**src/rtl/gpio_bank_pkg.sv**
```systemverilog
package gpio_bank_pkg;
  localparam int BANK_W = 32;

  typedef enum logic [2:0] {
    REG_LEVEL = 3'd0,
    REG_DIR   = 3'd1,
    REG_SET   = 3'd2,
    REG_CLR   = 3'd3,
    REG_RISE  = 3'd4,
    REG_FALL  = 3'd5,
    REG_STAT  = 3'd6,
    REG_NONE  = 3'd7
  } regSel_e;

  typedef struct packed {
    logic    wrDir;
    logic    wrSet;
    logic    wrClr;
    logic    wrRise;
    logic    wrFall;
    logic    wrStat;
    regSel_e rdSel;
  } bankStrobe_t;
endpackage

```
**src/rtl/gpio_bank_ctrl.sv**
```systemverilog
module gpio_bank_ctrl
  import gpio_bank_pkg::*;
(
  input  logic [2:0]  busAddr,
  input  logic        busWe,
  output bankStrobe_t strobe
);
  always_comb begin
    strobe        = '0;
    strobe.rdSel  = regSel_e'(busAddr);
    if (busWe) begin
      unique case (regSel_e'(busAddr))
        REG_DIR:  strobe.wrDir  = 1'b1;
        REG_SET:  strobe.wrSet  = 1'b1;
        REG_CLR:  strobe.wrClr  = 1'b1;
        REG_RISE: strobe.wrRise = 1'b1;
        REG_FALL: strobe.wrFall = 1'b1;
        REG_STAT: strobe.wrStat = 1'b1;
        default:  ;
      endcase
    end
  end
endmodule

```
**src/rtl/gpio_bank_dp.sv**
```systemverilog
module gpio_bank_dp
  import gpio_bank_pkg::*;
#(
  parameter int               PIN_COUNT  = 32,
  parameter logic [BANK_W-1:0] DIR_INVERT = '0
) (
  input  logic              clk,
  input  logic              rstN,
  input  bankStrobe_t       strobe,
  input  logic [BANK_W-1:0] busWdata,
  output logic [BANK_W-1:0] busRdata,
  input  logic [BANK_W-1:0] pinIn,
  output logic [BANK_W-1:0] pinOut,
  output logic [BANK_W-1:0] pinOe,
  output logic [BANK_W-1:0] edgeStatus
);
  localparam logic [BANK_W-1:0] IMPL_MASK =
    (PIN_COUNT >= BANK_W) ? {BANK_W{1'b1}} : BANK_W'((64'd1 << PIN_COUNT) - 64'd1);
  localparam logic [BANK_W-1:0] DIR_RESET = DIR_INVERT & IMPL_MASK;

  logic [BANK_W-1:0] syncA, syncB, levelPrev;
  logic [BANK_W-1:0] dirReg, outReg, riseEn, fallEn, statReg;
  logic [BANK_W-1:0] hitVec, wMask, clrMask;

  assign wMask   = busWdata & IMPL_MASK;
  assign clrMask = strobe.wrStat ? wMask : '0;

  // two-flop synchronizer plus one history stage
  always_ff @(posedge clk or negedge rstN) begin
    if (!rstN) begin
      syncA     <= '0;
      syncB     <= '0;
      levelPrev <= '0;
    end else begin
      syncA     <= pinIn & IMPL_MASK;
      syncB     <= syncA;
      levelPrev <= syncB;
    end
  end

  // per-pin edge classification; unimplemented pins are tied off
  for (genvar p = 0; p < BANK_W; p++) begin : gPin
    if (p < PIN_COUNT) begin : gLive
      logic riseHit, fallHit;
      assign riseHit   = riseEn[p] & syncB[p] & ~levelPrev[p];
      assign fallHit   = fallEn[p] & ~syncB[p] & levelPrev[p];
      assign hitVec[p] = riseHit | fallHit;
    end else begin : gDead
      assign hitVec[p] = 1'b0;
    end
  end

  always_ff @(posedge clk or negedge rstN) begin
    if (!rstN) begin
      dirReg  <= DIR_RESET;
      outReg  <= '0;
      riseEn  <= '0;
      fallEn  <= '0;
      statReg <= '0;
    end else begin
      if (strobe.wrDir)  dirReg <= wMask;
      if (strobe.wrRise) riseEn <= wMask;
      if (strobe.wrFall) fallEn <= wMask;
      if (strobe.wrSet)  outReg <= outReg | wMask;
      else if (strobe.wrClr) outReg <= outReg & ~wMask;
      // a fresh edge outranks a simultaneous clear
      statReg <= (statReg & ~clrMask) | hitVec;
    end
  end

  assign pinOut     = outReg;
  assign pinOe      = (dirReg ^ DIR_INVERT) & IMPL_MASK;
  assign edgeStatus = statReg;

  always_comb begin
    unique case (strobe.rdSel)
      REG_LEVEL: busRdata = syncB;
      REG_DIR:   busRdata = dirReg;
      REG_RISE:  busRdata = riseEn;
      REG_FALL:  busRdata = fallEn;
      REG_STAT:  busRdata = statReg;
      default:   busRdata = '0;
    endcase
  end
endmodule

```
**src/rtl/gpio_edge_bank.sv**
```systemverilog
module gpio_edge_bank
  import gpio_bank_pkg::*;
#(
  parameter int           PIN_COUNT  = 32,
  parameter logic [31:0]  DIR_INVERT = 32'h0
) (
  input  logic        clk,
  input  logic        rstN,
  input  logic [2:0]  busAddr,
  input  logic        busWe,
  input  logic [31:0] busWdata,
  output logic [31:0] busRdata,
  input  logic [31:0] pinIn,
  output logic [31:0] pinOut,
  output logic [31:0] pinOe,
  output logic        irqOut
);
  bankStrobe_t strobe;
  logic [BANK_W-1:0] edgeStatus;

  gpio_bank_ctrl uCtrl (
    .busAddr (busAddr),
    .busWe   (busWe),
    .strobe  (strobe)
  );

  gpio_bank_dp #(
    .PIN_COUNT  (PIN_COUNT),
    .DIR_INVERT (DIR_INVERT)
  ) uDp (
    .clk        (clk),
    .rstN       (rstN),
    .strobe     (strobe),
    .busWdata   (busWdata),
    .busRdata   (busRdata),
    .pinIn      (pinIn),
    .pinOut     (pinOut),
    .pinOe      (pinOe),
    .edgeStatus (edgeStatus)
  );

  assign irqOut = |edgeStatus;
endmodule

```
**config.mk**
```make
export PLATFORM = sky130hd
export DESIGN_NAME = gpio_edge_bank
export DESIGN_NICKNAME = d
export VERILOG_FILES = /design/src/rtl/gpio_bank_pkg.sv /design/src/rtl/gpio_bank_ctrl.sv /design/src/rtl/gpio_bank_dp.sv /design/src/rtl/gpio_edge_bank.sv
export SDC_FILE = /design/constraint.sdc
export NUM_CORES = 1
export LEC_CHECK = 0
export ABC_AREA = 1
export BUFFER_PORTS_ARGS = -buffer_cell sky130_fd_sc_hd__buf_2
export CAP_MARGIN = 10
export CORE_ASPECT_RATIO = 1.2
export CORE_UTILIZATION = 56
export DETAILED_ROUTE_END_ITERATION = 7
export PLACE_DENSITY = 0.76
export SLEW_MARGIN = 30
export SYNTH_ARGS = -nofsm -noshare
export SYNTH_HDL_FRONTEND = slang
export SYNTH_SLANG_ARGS = --single-unit
```
**constraint.sdc**
```tcl
create_clock -name clk -period 1.75 [get_ports clk]
set_clock_uncertainty 0.05 [all_clocks]
set_input_delay 0.35 -clock clk [delete_from_list [all_inputs] [get_ports clk]]
set_output_delay 0.35 -clock clk [all_outputs]
set_load 0.02 [all_outputs]
```
==> impl_metrics.env, run 1 <==
export IMPL_final_nets=1621
export IMPL_grt_usage_pct=31.6
export IMPL_drtIter0Drc=756
export IMPL_die_area_sq_um=19400
export IMPL_dpl_cell_area_sq_um=12100
export IMPL_setup_slack_ps=-224
export IMPL_critPathMaxFanout=3
export IMPL_final_setup_tns_ps=-1580
export IMPL_initial_core_util_pct=57.7
export IMPL_design_area_sq_um=14600
export IMPL_io_buffers=166
export IMPL_syn_nets=1298
export IMPL_grt_pass1_vias=9731
export IMPL_dr_pass1_iters=5
export IMPL_cp_start_kind="flip-flop"
export IMPL_hold_class="input pin to flip-flop"
export IMPL_netlist_area_sq_um=10600
export IMPL_powerDensity_nw_per_um2=1120
export IMPL_wl_met1_um=12400
export IMPL_peakVddDrop_mv=0.846
export IMPL_clock_sinks=256
export IMPL_synth_seq_cells=256
export IMPL_critical_path_arrival_ps=1570
export IMPL_endpoint_kind="output port"
export IMPL_vias=9887
export IMPL_ys_warnings_count=0
export IMPL_area_delta_synth_final_pct=38.1
export IMPL_htree_levels=1
export IMPL_drv_slew=0
export IMPL_grt_ovfl_total=0
export IMPL_synth_cells=1228
export IMPL_violations="negative setup slack"
export IMPL_required_ps=1350
export IMPL_die_w_um=127
export IMPL_cts_tree="built"
export IMPL_yosysUniqueCellTypes=23
export IMPL_antennaDiodeCount=0
export IMPL_p_clk_share_pct=35.2
export IMPL_post_dp_hpwl_um=18700
export IMPL_io_pins=167
export IMPL_globalplace_congestion=0.858
export IMPL_fmax_mhz=507
export IMPL_setup_viol=28
export IMPL_core_sq_um=18300
export IMPL_cts_buffers=27
export IMPL_ant_nets=0
export IMPL_relSlewSlack_pct=70.7
export IMPL_power_internal_w=0.0116
export IMPL_topRoutingLayerUsed="met4"
export IMPL_rows=54
export IMPL_p_leak_nw=7.66
export IMPL_avgRoutedWirePerCell_um=17.2
export IMPL_grt_pass1_wl_um=48000
export IMPL_die_h_um=153
export IMPL_hold_viol=0
export IMPL_synth_area_top_cells="dfrtp_1 61%, nand2_1 13%, o21ai_0 7.1%"
export IMPL_finalCritPeriodShare_pct=113
export IMPL_drive_gt1_share_pct=28.0
export IMPL_worstSetupPathType="flip-flop to output port"
export IMPL_fin_util_pct=79.7
export IMPL_clkTransAtPathRegs_ps=60
export IMPL_grt_antenna_before_repair=0
export IMPL_grt_start_max_net_pins=49
export IMPL_tightest_slew_ps=440
export IMPL_syn_area_per_cell_sq_um=8.61
export IMPL_cts_root_buf="clkbuf_16"
export IMPL_switching_share_pct=29.3
export IMPL_clockBufferDepth=3
export IMPL_comb_power_share_pct=20.3
export IMPL_seq_area_frac_synth_pct=60.6
export IMPL_cap_violations=0
export IMPL_status="finished with violations"
export IMPL_yosys_area_top_type_share_pct=60.6
export IMPL_via_per_inst=5.42
export IMPL_layout_common_cells="340 x nand2_1, 256 x dfrtp_1, 151 x o21ai_0"
export IMPL_drc_errors=0
export IMPL_wirelength_um=31400
export IMPL_layout_min_cycle_time_ps=1970
export IMPL_p_switching_w=0.00480
export IMPL_synth_area_leader_cell="dfrtp_1"
export IMPL_wl_met3_um=2300
export IMPL_rsz0062_at_grt="yes"
export IMPL_final_common_cell="nand2_1"
export IMPL_seqPwrFrac_pct=44.5
export IMPL_clock_latency_ps=530
export IMPL_whs_ps=64.8
export IMPL_wl_met2_um=15600
export IMPL_place_ws_ps=-70.4
-- per-layer routing --
metal  global-route usage, %  vias to the layer above
met2                    53.0                      514
li1                        -                     4553
met5                       0                        -
met3                    4.35                      109
met1                    41.3                     4711
met4                    13.3                        0
-- critical path: stages (launching register included) --
cell and delay, ps:
dfrtp_1 420, nor2_2 150, nand4_1 140, nor2_1 130, nand2_1 70, buf_6 140
-- what timing repair did --
| item | CTS | global route |
|---|---|---|
| cloned | 2 | 3 |
| hold endpoints to repair | 72 | 0 |
| setup buffers | 64 | 25 |
| resized for setup | 85 | 73 |
| pin swaps | 78 | 88 |
| hold buffers | 33 | 0 |
| endpoints found under the setup margin | 33 | 33 |
-- power by group through the flow --
stage               registers, W  clock network (W)  logic [W]
floorplan                0.00761                  0    0.00118
global placement         0.00736                  0    0.00244
detailed placement       0.00739                  0    0.00252
CTS                      0.00724            0.00583    0.00308
global route             0.00737            0.00605    0.00363
finish                   0.00729            0.00577    0.00333
-- final cells by class --
cell class                 instances  area (sq um)
sequential                       256          6410
multi-input combinational        782          3570
inverter                         139           529
clock inverter                     7          71.3
timing repair buffer             345          2860
tap                              252           315
fill                            1148          3710
clock buffer                      42           842
-- cells by family after synthesis --
family,Yosys count,share of synthesized area [%]
and+or+nand+nor,586,22.6
DFF,256,60.6
AOI/OAI and AO/OA,196,9.61
buffers and inverters,190,7.23
-- Yosys cell counts --
master / instances
nand2_1: 364
inv_2: 4
nor2_8: 1
nand2_4: 2
buf_4: 4
buf_1: 4
o21ai_0: 151
nor2_4: 1
clkbuf_2: 3
o21ai_1: 13
nand4_1: 3
nor2_2: 2
a31oi_1: 28
dfrtp_1: 256
inv_1: 135
nand3_1: 92
nor2_1: 113
a21oi_1: 4
clkbuf_1: 14
nand3_2: 1
nor3_1: 4
nand2_2: 3
buf_2: 26
-- through the flow --
stage / instances / power (W)
final: 1823 / 0.0164
after global routing: 1823 / 0.0170
after CTS: 1796 / 0.0161
after detailed placement: 1648 / 0.00991
after global placement: 1648 / 0.00980
after floorplan: 1228 / 0.00879
-- worst paths after layout --
path	depth (start not counted)	from	end	slack [ps]
worst max-delay path	5	uDp.edgeStatus[2]$_DFF_PN0_	irqOut	-220
worst min-delay path	4	busWdata[0]	uDp.edgeStatus[0]$_DFF_PN0_	60
worst max register to register	6	uDp.riseEn[23]$_DFFE_PN0P_	uDp.edgeStatus[23]$_DFF_PN0_	670
worst min register to register	0	uDp.syncA[31]$_DFF_PN0_	uDp.syncB[31]$_DFF_PN0_	300
max in group asynchronous	3	rstN	uDp.riseEn[16]$_DFFE_PN0P_	750
min in group asynchronous	2	rstN	uDp.edgeStatus[8]$_DFF_PN0_	290
Power figures use the tool's default switching activity.
==> run 2, diff against run 1 <==
--- a/config.mk
+++ b/config.mk
@@ -5,7 +5,6 @@
 export SDC_FILE = /design/constraint.sdc
 export NUM_CORES = 1
 export LEC_CHECK = 0
-export ABC_AREA = 1
 export BUFFER_PORTS_ARGS = -buffer_cell sky130_fd_sc_hd__buf_2
 export CAP_MARGIN = 10
 export CORE_ASPECT_RATIO = 1.2
==> impl_metrics.env, run 2 <==
export IMPL_status="finished with violations"
export IMPL_violations="design-rule violations, negative setup slack"
export IMPL_hold_class="input pin to flip-flop"
export IMPL_fin_util_pct=78.1
export IMPL_io_buffers=166
export IMPL_p_switching_w=0.00471
export IMPL_holdPathStages=2
export IMPL_setup_viol=33
export IMPL_post_dp_hpwl_um=16000
export IMPL_vias=7588
export IMPL_seq_area_frac_synth_pct=63.1
export IMPL_dr_pass1_iters=7
export IMPL_grt_use_met1_pct=37.5
export IMPL_avgRoutedWirePerCell_um=19.7
export IMPL_via_per_inst=5.64
export IMPL_worstSetupPathType="flip-flop to output port"
export IMPL_cp_start_kind="flip-flop"
export IMPL_layout_min_cycle_time_ps=2360
export IMPL_core_sq_um=17600
export IMPL_grt_pass1_wl_um=41600
export IMPL_tightest_slew_ps=374
export IMPL_cap_violations=0
export IMPL_initial_core_util_pct=57.5
export IMPL_clockBufferDepth=3
export IMPL_die_area_sq_um=18700
export IMPL_globalplace_congestion=0.832
export IMPL_fillers=1078
export IMPL_yosys_area_top_type_share_pct=63.1
export IMPL_syn_area_per_cell_sq_um=12.6
export IMPL_dp_cells=1212
export IMPL_htree_levels=1
export IMPL_endpoint_kind="output port"
export IMPL_busiest_layer="met2"
export IMPL_p_leak_nw=6.59
export IMPL_comb_power_share_pct=21.3
export IMPL_antennaDiodeCount=0
export IMPL_synth_area_top_cells="dfrtp_1 63%, mux2_2 6.4%, mux2i_1 6.3%"
export IMPL_ant_nets=0
export IMPL_drive_gt1_share_pct=36.0
export IMPL_syn_nets=874
export IMPL_area_delta_synth_final_pct=35.7
export IMPL_yosysMostFrequentCell="dfrtp_1"
export IMPL_die_h_um=149
export IMPL_grt_ovfl_total=0
export IMPL_instances_no_fill=1345
export IMPL_critical_path_arrival_ps=1960
export IMPL_final_common_cell="dfrtp_1"
export IMPL_critPathMaxFanout=2
export IMPL_layout_common_cells="255 x dfrtp_1, 131 x buf_2, 97 x nand2_1"
export IMPL_switching_share_pct=27.8
export IMPL_clock_sinks=256
export IMPL_synthTopCellsByCount="256 x dfrtp_1, 97 x nand2_1, 65 x inv_1, 65 x o21ai_0, 64 x mux2i_1"
export IMPL_peakVddDrop_mv=1.02
export IMPL_drv_slew=0
export IMPL_grt_antenna_before_repair=0
export IMPL_met2_usage_pct=50.5
export IMPL_rr_startpoint="uDp.pinOe[20]$_DFFE_PN0P_"
export IMPL_netlist_area_sq_um=10200
export IMPL_grt_start_max_net_pins=51
export IMPL_seqPwrFrac_pct=43.8
export IMPL_grt_usage_pct=28.8
export IMPL_min_delay_start="busWdata[7]"
export IMPL_synth_edf_count=0
export IMPL_synth_area_leader_cell="dfrtp_1"
export IMPL_cts_tree="built"
export IMPL_drtIter0Drc=515
export IMPL_p_clk_share_pct=34.9
export IMPL_drc_errors=24
export IMPL_io_pins=167
export IMPL_async_reset_ff_share_pct=100
export IMPL_clkTransAtPathRegs_ps=70
export IMPL_cts_buffers=25
export IMPL_grt_pass1_vias=7882
export IMPL_wirelength_um=26500
export IMPL_synth_seq_cells=256
export IMPL_grt_use_met3_pct=3.75
export IMPL_yosysUniqueCellTypes=26
export IMPL_fmax_mhz=423
export IMPL_ys_warnings_count=0
export IMPL_final_nets=1176
export IMPL_required_ps=1350
export IMPL_power_w=0.0170
export IMPL_synth_cells=804
export IMPL_die_w_um=125
export IMPL_crit_start="uDp.edgeStatus[16]$_DFF_PN0_"
export IMPL_reg2reg_depth=3
export IMPL_hold_viol=0
export IMPL_power_internal_w=0.0123
export IMPL_finalCritPeriodShare_pct=135
export IMPL_cts_root_buf="clkbuf_16"
export IMPL_powerDensity_nw_per_um2=1230
export IMPL_relSlewSlack_pct=75.0
export IMPL_setup_slack_ps=-615
export IMPL_rows=53
export IMPL_rsz0062_at_grt="yes"
export IMPL_synth_flop_cell="dfrtp_1"
export IMPL_clock_latency_ps=520
## run 2: cell count changes after synthesis, sizes merged, moves of 17 or more
| cell | before | now |
|---|---|---|
| nor2 | 117 | 0 |
| nand3b | 0 | 33 |
| inv | 139 | 65 |
| o2bb2ai | 0 | 31 |
| buf | 34 | 17 |
| mux2i | 0 | 64 |
| nand3 | 93 | 0 |
| mux2 | 0 | 64 |
| o211ai | 0 | 32 |
| nand2 | 369 | 97 |
| a221o | 0 | 31 |
| a31oi | 28 | 0 |
| o21ai | 164 | 65 |
## run 2: worst paths after layout
path	end	slack (ps)
max	irqOut	-610
min	uDp.riseEn[7]$_DFFE_PN0P_	50
max reg2reg	uDp.pinOe[20]$_DFFE_PN0P_	640
min reg2reg	uDp.syncB[24]$_DFF_PN0_	290
max in group asynchronous	uDp.pinOe[5]$_DFFE_PN0P_	720
min in group asynchronous	uDp.levelPrev[4]$_DFF_PN0_	280
## run 2: stage by stage
stage	hold slack, ps	setup slack (ps)	cell area, sq um	TNS [ps]
finish	52.0	-615	13800	-8220
global route	49.8	-649	13800	-10180
CTS	34.0	-594	13600	-8370
detailed placement	222	-228	11800	-13230
global placement	224	-199	11800	-11890
floorplan	4.41	-12.4	10200	-322
## run 2: power by group through the flow
stage	clock (W)	combinational (W)	sequential, W
2_1_floorplan	0	0.00129	0.00778
3_3_place_gp	0	0.00275	0.00751
3_5_place_dp	0	0.00283	0.00753
4_1_cts	0.00599	0.00341	0.00741
5_1_grt	0.00626	0.00388	0.00752
6_report	0.00593	0.00361	0.00743
## run 2: cells by family (layout without fill, tap and decap cells)
group / after synthesis / in the layout / synth area share, %
flip-flops: 256 / 256 / 63.1
AO/OA/AOI/OAI: 160 / 160 / 11.4
AND/OR/NAND/NOR: 152 / 152 / 7.63
multiplexers: 128 / 128 / 13.4
buffers and inverters: 108 / 429 / 4.46
## run 2: repair_timing
item                       CTS  global route
hold buffers                33             0
gates resized for setup     93            10
setup endpoints to repair   33            33
setup buffers               38            20
pin swaps                   21            11
hold endpoints to repair    70             0
## run 2: area by class of cell
type | instances | area (sq um) | share of cell area, %
Clock buffer | 35 | 703 | 5.10
Tap cell | 220 | 275 | 2.00
Sequential cell | 256 | 6410 | 46.5
Timing Repair Buffer | 318 | 2540 | 18.4
Clock inverter | 11 | 211 | 1.53
Inverter | 65 | 244 | 1.77
Multi-Input combinational cell | 440 | 3400 | 24.7
## run 2: worst max-delay path, cell delays in order, from the launching register on
cell and delay [ps]:
dfrtp_1 390, nor4_2 290, buf_4 160, nand4_1 180, or2_4 290, buf_6 130
## run 2: layer usage
metal | up-vias | wire [um]
met4 | 0 | 540
li1 | 3446 | -
met1 | 3854 | 10900
met2 | 244 | 13700
met3 | 44 | 1350
met5 | - | 0
==> run 3, diff against run 2 <==
--- a/config.mk
+++ b/config.mk
@@ -11,6 +11,7 @@
 export CORE_UTILIZATION = 56
 export DETAILED_ROUTE_END_ITERATION = 7
 export PLACE_DENSITY = 0.76
+export RECOVER_POWER = 25
 export SLEW_MARGIN = 30
 export SYNTH_ARGS = -nofsm -noshare
 export SYNTH_HDL_FRONTEND = slang
==> impl_metrics.env, run 3 (synthesized netlist as in run 2, its figures left out) <==
export IMPL_rr_startpoint="uDp.pinOe[20]$_DFFE_PN0P_"
export IMPL_cts_buffers=25
export IMPL_layout_common_cells="255 x dfrtp_1, 127 x buf_2, 97 x nand2_1"
export IMPL_dr_pass1_iters=7
export IMPL_design_area_sq_um=13700
export IMPL_grt_start_max_net_pins=51
export IMPL_critical_path_arrival_ps=1960
export IMPL_grt_pass1_wl_um=41600
export IMPL_seqCellArea_sq_um=6410
export IMPL_fin_util_pct=77.9
export IMPL_finalCritPeriodShare_pct=135
export IMPL_fillers=1085
export IMPL_crit_end="irqOut"
export IMPL_cts_root_buf="clkbuf_16"
export IMPL_clock_sinks=256
export IMPL_relSlewSlack_pct=17.6
export IMPL_cts_tree="built"
export IMPL_htree_levels=1
export IMPL_initial_core_util_pct=57.5
export IMPL_tightest_slew_ps=1240
export IMPL_endpoint_kind="output port"
export IMPL_dpl_cell_area_sq_um=11800
export IMPL_grt_ovfl_total=0
export IMPL_grt_usage_pct=28.8
export IMPL_vias=7566
export IMPL_drc_errors=24
export IMPL_clkTransAtPathRegs_ps=70
export IMPL_drive_gt1_share_pct=35.6
export IMPL_rrSetupSlack_ps=640
export IMPL_min_delay_start="busWdata[16]"
export IMPL_r2r_end="uDp.pinOe[20]$_DFFE_PN0P_"
export IMPL_hold_viol=0
export IMPL_drv_slew=0
export IMPL_fmax_mhz=425
export IMPL_reg2reg_depth=3
export IMPL_cp_start_kind="flip-flop"
export IMPL_setup_viol=33
export IMPL_drtIter0Drc=504
export IMPL_setup_slack_ps=-606
export IMPL_p_leak_nw=6.58
export IMPL_rsz0062_at_grt="yes"
export IMPL_cap_violations=0
export IMPL_wirelength_um=26500
export IMPL_powerDensity_nw_per_um2=1230
export IMPL_worstSetupPathType="flip-flop to output port"
export IMPL_peakVddDrop_mv=1.02
export IMPL_violations="design-rule violations, negative setup slack"
export IMPL_die_w_um=125
export IMPL_core_sq_um=17600
export IMPL_via_per_inst=5.63
export IMPL_hold_class="input pin to flip-flop"
export IMPL_final_nets=1176
export IMPL_post_dp_hpwl_um=16000
export IMPL_crit_start="uDp.edgeStatus[16]$_DFF_PN0_"
export IMPL_required_ps=1350
export IMPL_avgRoutedWirePerCell_um=19.7
export IMPL_clock_latency_ps=530
export IMPL_globalplace_congestion=0.832
export IMPL_multiInputGateArea_sq_um=3400
export IMPL_grt_antenna_before_repair=0
export IMPL_critPathMaxFanout=2
export IMPL_antennaDiodeCount=0
export IMPL_status="finished with violations"
export IMPL_grt_pass1_vias=7882
export IMPL_io_buffers=166
export IMPL_final_common_cell="dfrtp_1"
export IMPL_layout_min_cycle_time_ps=2360
export IMPL_area_delta_synth_final_pct=35.4
export IMPL_ant_nets=0
export IMPL_io_pins=167
export IMPL_rows=53
export IMPL_die_area_sq_um=18700
export IMPL_die_h_um=149
export IMPL_clockBufferDepth=3
## run 3: cell count changes in the layout (fill, tap and decap cells not counted), sizes merged
cell    change
clkbuf      +7
buf         -7
## run 3: per-stage QoR
| stage | TNS, ps | total power (W) | hold slack [ps] | std cells | setup WS [ps] |
|---|---|---|---|---|---|
| final | -13690 | 0.0170 | 51.0 | 1345 | -606 |
| after global routing | -20110 | 0.0177 | 49.8 | 1345 | -649 |
| after CTS | -8370 | 0.0168 | 34.0 | 1325 | -594 |
| after detailed placement | -13230 | 0.0104 | 222 | 1212 | -228 |
| after global placement | -11890 | 0.0103 | 224 | 1212 | -199 |
| after floorplan | -322 | 0.00907 | 4.41 | 804 | -12.4 |
## run 3: repair_timing
action,in CTS,in global routing
gates resized for setup,93,10
pin swaps,21,11
gates cloned,0,0
endpoints found under the setup margin,33,33
hold buffers,33,0
setup buffers,38,20
hold endpoints to repair,70,0
## run 3: worst min path at each step
stage / to / slack, ps / cells past startpoint
finish: uDp.pinOe[16]$_DFFE_PN0P_ / 50 / 2
global route: uDp.riseEn[18]$_DFFE_PN0P_ / 50 / 2
detailed placement: uDp.levelPrev[4]$_DFF_PN0_ / 220 / 1
floorplan: async pin / 4 / 0
global placement: uDp.syncB[4]$_DFF_PN0_ / 220 / 1
CTS: uDp.pinOe[12]$_DFFE_PN0P_ / 30 / 2
## run 3: cell type report
cell class	instances	share of cell area (%)
clock buffers	35	5.12
clock inverters	11	1.54
inverters	65	1.78
multi-input cells	440	24.7
flip-flops and latches	256	46.6
well taps	220	2.00
repair buffers	318	18.2
## run 3: layer usage
layer / share of wire (%) / routed length, um / GRT usage [%] / vias to the layer above
li1: - / - / - / 3446
met5: 0 / 0 / 0 / -
met3: 4.8 / 1280 / 3.75 / 46
met4: 2.1 / 563 / 9.51 / 0
met1: 42 / 11000 / 37.5 / 3837
met2: 51 / 13600 / 50.5 / 237
## run 3: critical path: stages (launching register included)
cell and delay (ps):
dfrtp_1 390, nor4_2 290, buf_4 160, nand4_1 170, or2_4 290, buf_6 130
## run 3: power breakdown
part           switching [W]  leakage (nW)  internal, W  total [W]
registers           0.000641          2.96      0.00679    0.00743
clock network        0.00223         0.445      0.00369    0.00593
logic                0.00183          3.17      0.00177    0.00360
